## src/rtl/alu_opsel_pkg.sv

```systemverilog
package alu_opsel_pkg;
    parameter int OPW = 4;
    parameter int RESW = 2 * OPW;

    typedef enum logic [2:0] {
        OP_ADD  = 3'b000,
        OP_SUB  = 3'b001,
        OP_SHL  = 3'b010,
        OP_MUL  = 3'b011,
        OP_LAND = 3'b100,
        OP_LOR  = 3'b101,
        OP_LNOT = 3'b110,
        OP_INV  = 3'b111
    } alu_op_e;

    typedef struct packed {
        logic [RESW-1:0] res;
        logic            zero;
    } alu_out_t;
endpackage

```

## src/rtl/alu_arith.sv

```systemverilog
module alu_arith
    import alu_opsel_pkg::*;
#(
    parameter int W = OPW,
    localparam int RW = 2 * W
) (
    input  logic [W-1:0]  a,
    input  logic [W-1:0]  b,
    output logic [RW-1:0] sum,
    output logic [RW-1:0] diff,
    output logic [RW-1:0] shl,
    output logic [RW-1:0] prod
);
    logic [RW-1:0] ax;
    logic [RW-1:0] bx;

    always_comb begin
        ax   = {{W{1'b0}}, a};
        bx   = {{W{1'b0}}, b};
        sum  = ax + bx;
        diff = ax - bx;
        shl  = ax << 1;
        prod = ax * bx;
    end
endmodule

```

## src/rtl/alu_logic.sv

```systemverilog
module alu_logic
    import alu_opsel_pkg::*;
#(
    parameter int W = OPW,
    localparam int RW = 2 * W
) (
    input  logic [W-1:0]  a,
    input  logic [W-1:0]  b,
    output logic [RW-1:0] land,
    output logic [RW-1:0] lor,
    output logic [RW-1:0] lnot,
    output logic [RW-1:0] inv
);
    logic a_true;
    logic b_true;

    always_comb begin
        a_true = |a;
        b_true = |b;
        land   = {{(RW-1){1'b0}}, a_true & b_true};
        lor    = {{(RW-1){1'b0}}, a_true | b_true};
        lnot   = {{(RW-1){1'b0}}, ~a_true};
        inv    = {{W{1'b0}}, ~a};
    end
endmodule

```

## src/rtl/alu_opsel.sv

```systemverilog
module alu_opsel
    import alu_opsel_pkg::*;
#(
    parameter int W = OPW,
    localparam int RW = 2 * W
) (
    input  logic          clk,
    input  logic          rst,
    input  logic [W-1:0]  a,
    input  logic [W-1:0]  b,
    input  logic [2:0]    op,
    output logic [RW-1:0] res_q,
    output logic          zero_q
);
    logic [RW-1:0] sum, diff, shl, prod;
    logic [RW-1:0] land, lor, lnot, inv;

    alu_arith #(.W(W)) arith_i (
        .a(a), .b(b), .sum(sum), .diff(diff), .shl(shl), .prod(prod)
    );

    alu_logic #(.W(W)) logic_i (
        .a(a), .b(b), .land(land), .lor(lor), .lnot(lnot), .inv(inv)
    );

    typedef struct packed {
        logic [RW-1:0] res;
        logic          zero;
    } st_t;

    st_t st_d, st_q;

    always_comb begin
        st_d = st_q;
        unique case (alu_op_e'(op))
            OP_ADD:  st_d.res = sum;
            OP_SUB:  st_d.res = diff;
            OP_SHL:  st_d.res = shl;
            OP_MUL:  st_d.res = prod;
            OP_LAND: st_d.res = land;
            OP_LOR:  st_d.res = lor;
            OP_LNOT: st_d.res = lnot;
            OP_INV:  st_d.res = inv;
            default: st_d.res = '0;
        endcase
        st_d.zero = (st_d.res == '0);
    end

    always_ff @(posedge clk) begin
        if (rst) begin
            st_q.res  <= '0;
            st_q.zero <= 1'b1;
        end else begin
            st_q <= st_d;
        end
    end

    assign res_q  = st_q.res;
    assign zero_q = st_q.zero;
endmodule

```

## config.mk

```make
export PLATFORM = sky130hd
export DESIGN_NAME = alu_opsel
export DESIGN_NICKNAME = d
export VERILOG_FILES = /design/src/rtl/alu_opsel_pkg.sv /design/src/rtl/alu_arith.sv /design/src/rtl/alu_logic.sv /design/src/rtl/alu_opsel.sv
export SDC_FILE = /design/constraint.sdc
export NUM_CORES = 1
export LEC_CHECK = 0
export ABC_AREA = 1
export BUFFER_PORTS_ARGS = -buffer_cell sky130_fd_sc_hd__buf_2
export CELL_PAD_IN_SITES_DETAIL_PLACEMENT = 2
export CELL_PAD_IN_SITES_GLOBAL_PLACEMENT = 2
export CORE_MARGIN = 2
export CORE_UTILIZATION = 29
export CTS_BUF_LIST = sky130_fd_sc_hd__clkbuf_8
export CTS_CLUSTER_DIAMETER = 100
export CTS_CLUSTER_SIZE = 14
export DETAILED_ROUTE_END_ITERATION = 12
export HOLD_SLACK_MARGIN = 0.05
export PLACE_DENSITY_LB_ADDON = 0.1
export RECOVER_POWER = 50
export SYNTH_ARGS = -nofsm -noshare
export SYNTH_HDL_FRONTEND = slang
export SYNTH_SLANG_ARGS = --single-unit
```

## constraint.sdc

```tcl
create_clock -name clk -period 2.6 [get_ports clk]
set_input_delay 0.26 -clock clk [delete_from_list [all_inputs] [get_ports clk]]
set_output_delay 0.26 -clock clk [all_outputs]
set_load 0.01 [all_outputs]
```

==> metrics.csv <==
metric,value,unit
H-tree depth,1,
WP data required,2.78,ns
DR pass1 iterations,4,
Rel. slew slack,79.1,%
port buffer count,21,
starting density of the core,29.9,%
"most used cell, CP",nand2_1,
nets,285,
worst vdd ir,170,uV
top sig layer,met4,
Slew @ Worst Pin,0.314,ns
WL/cell,15.3,um
CTS tree,built,
critical path launch point type,input pin,
"Max stage delay cell, worst path",fa_2,
"commonest non-fill, non-tap cell in the layout",nand2_1,
CORE AREA,0.00466,sq mm
full die area,0.00537,sq mm
RSZ-0062 raised after global routing,yes,
Post-route DRC,0,
syn nets,244,
Fin. Hold Viols,0,
status,completed,
Syn Area/Cell,6.79,sq um
via count,1471,
Tot GR Track Use,18.5,%
global-route wire length before repair,7780,um
"commonest non-fill, non-tap cells in the layout","nand2_1, inv_1, buf_4, nand3_1",
CTS Root Cell,clkbuf_8,
buffers and inverters on the worst path,3,
Vert. Die Dim,73.3,um
Num CTS Buffers,3,
Routed WL,4580,um
leak pwr,1.01,nW
pwr dens,345,mW/mm^2
WL met2,2430,um
critical path cell sequence,"buf_8, nand2_4, fa_1, inv_1, fa_1, inv_2, fa_2, o21ai_2, nor2_1, nand2_1, nand2_2, nand3_2, nor2_1, nand2_1, nand2_1",
Final Instance Area,0.00183,sq mm
minimum clock period,2.43,ns
die width,73.3,um
Post-DRT Antenna Nets,0,
Starting DRT DRC Count,26,
#FFs+latches synth,9,
library cells used by synthesis,33,
utilization after layout,39.3,%
Mapped Cells,205,
DR vias/cell,4.92,
Slew Limit Fails,0,
Critical Path AT,2.60,ns
share of layout cells above drive strength 1,29.4,%
CP Max Fanout,2,
Post-CTS Setup Inserts,0,
total I/O pin count,22,
area added between synthesis and finish,31.7,%
DP Area,0.00167,sq mm
top cell family by delay on the critical path,adder cells,
post-route clock period utilization,93.3,%
fmax,412,MHz
largest net degree at the start of global routing,12,
"Seq/Total Area, Yosys",12.9,%
vias in the first global route,1679,
row cnt,25,
clk sinks,9,
# hold bufs at CTS,0,
fillcell total,543,
"slowest stage delay, CP",0.53,ns
WL met1,2040,um
YS warnings,0,
Clock Tree Buf Depth,2,
HPWL Detailed,3920,um
number of max-cap violations,0,
Mapped Area,0.00139,sq mm
Final setup viols,0,
"Reg clk slew, reported paths",0.05,ns
routed wl met3,80,um
Hold Crit Class,in2reg,
Congestion Overflow GR,0,
Final GP Congestion,0.786,
Crit. End Element,flop,
antenna violations before repair,0,
crit path kind,in2reg,
Antenna diodes,0,
==> power by group <==
part	internal [mW]	leakage, nW	switching, mW
Combinational	0.139	0.910	0.185
Sequential	0.149	0.0740	0.00245
Clock	0.103	0.0269	0.0548
Total	0.391	1.01	0.242
==> cells by family after synthesis <==
| family | count (synthesis) | synth area share, % |
|---|---|---|
| buf+inv | 45 | 14.0 |
| simple gates | 104 | 36.6 |
| fa+ha+maj | 26 | 26.6 |
| flops | 9 | 12.9 |
| compound gates | 19 | 8.54 |
| xor+xnor | 2 | 1.26 |
==> Yosys cell counts (all sizes together) <==
| master | number | area share [%] |
|---|---|---|
| a22oi | 1 | 0.90 |
| a21oi | 11 | 4.2 |
| or2 | 2 | 0.90 |
| dfxtp | 9 | 13 |
| nand2 | 52 | 15 |
| fa | 6 | 8.6 |
| nand3b | 2 | 1.1 |
| nand3 | 21 | 7.9 |
| buf | 4 | 2.8 |
| ha | 20 | 18 |
| xor2 | 1 | 0.63 |
| xnor2 | 1 | 0.63 |
| nand4 | 6 | 2.7 |
| nor2 | 17 | 6.5 |
| o21ai | 5 | 2.1 |
| nor3 | 4 | 2.2 |
| o21bai | 2 | 1.3 |
| inv | 41 | 11 |
==> metrics by stage <==
stage | power, mW | hold WS, ns | instances | setup TNS (ns) | setup WS (ns)
2_1_floorplan | 0.336 | 0.329 | 205 | 0 | 0.0219
3_3_place_gp | 0.435 | 0.520 | 295 | -0.610 | -0.192
3_5_place_dp | 0.448 | 0.530 | 295 | -1.10 | -0.245
4_1_cts | 0.608 | 0.286 | 299 | 0 | 0.0112
5_1_grt | 0.690 | 0.291 | 299 | -0.0145 | -0.0145
6_report | 0.632 | 0.289 | 299 | 0 | 0.174
==> per-layer routing <==
| metal | vias up | GRT usage, % |
|---|---|---|
| met5 | - | 0 |
| met4 | 0 | 1.44 |
| met3 | 4 | 2.74 |
| met2 | 18 | 35.4 |
| met1 | 720 | 22.3 |
| li1 | 729 | - |
==> final timing paths <==
kind | from | endpoint | slack (ns) | depth (start not counted)
min | rst | res_q[1] | 0.29 | 2
max | b[1] | zero_q | 0.17 | 15
==> state kept, by name, indices dropped and copies added (netlist names) <==
register	flops
res_q	8
zero_q	1
==> area by class of cell <==
class                           count  area (sq um)  share of cell area (%)
Multi-Input combinational cell    151          1110                    60.7
Sequential cell                     9           180                    9.84
Clock inverter                      1          3.75                   0.205
Clock buffer                        3          41.3                    2.25
Tap cell                           54          67.6                    3.69
Timing Repair Buffer               40           270                    14.8
Inverter                           41           156                    8.54
==> timing repair <==
action | CTS | global route
resized for setup | 0 | 25
endpoints found under the setup margin | 1 | 5
pin swaps | 2 | 12
No activity file was read; power rests on OpenSTA's default activity.
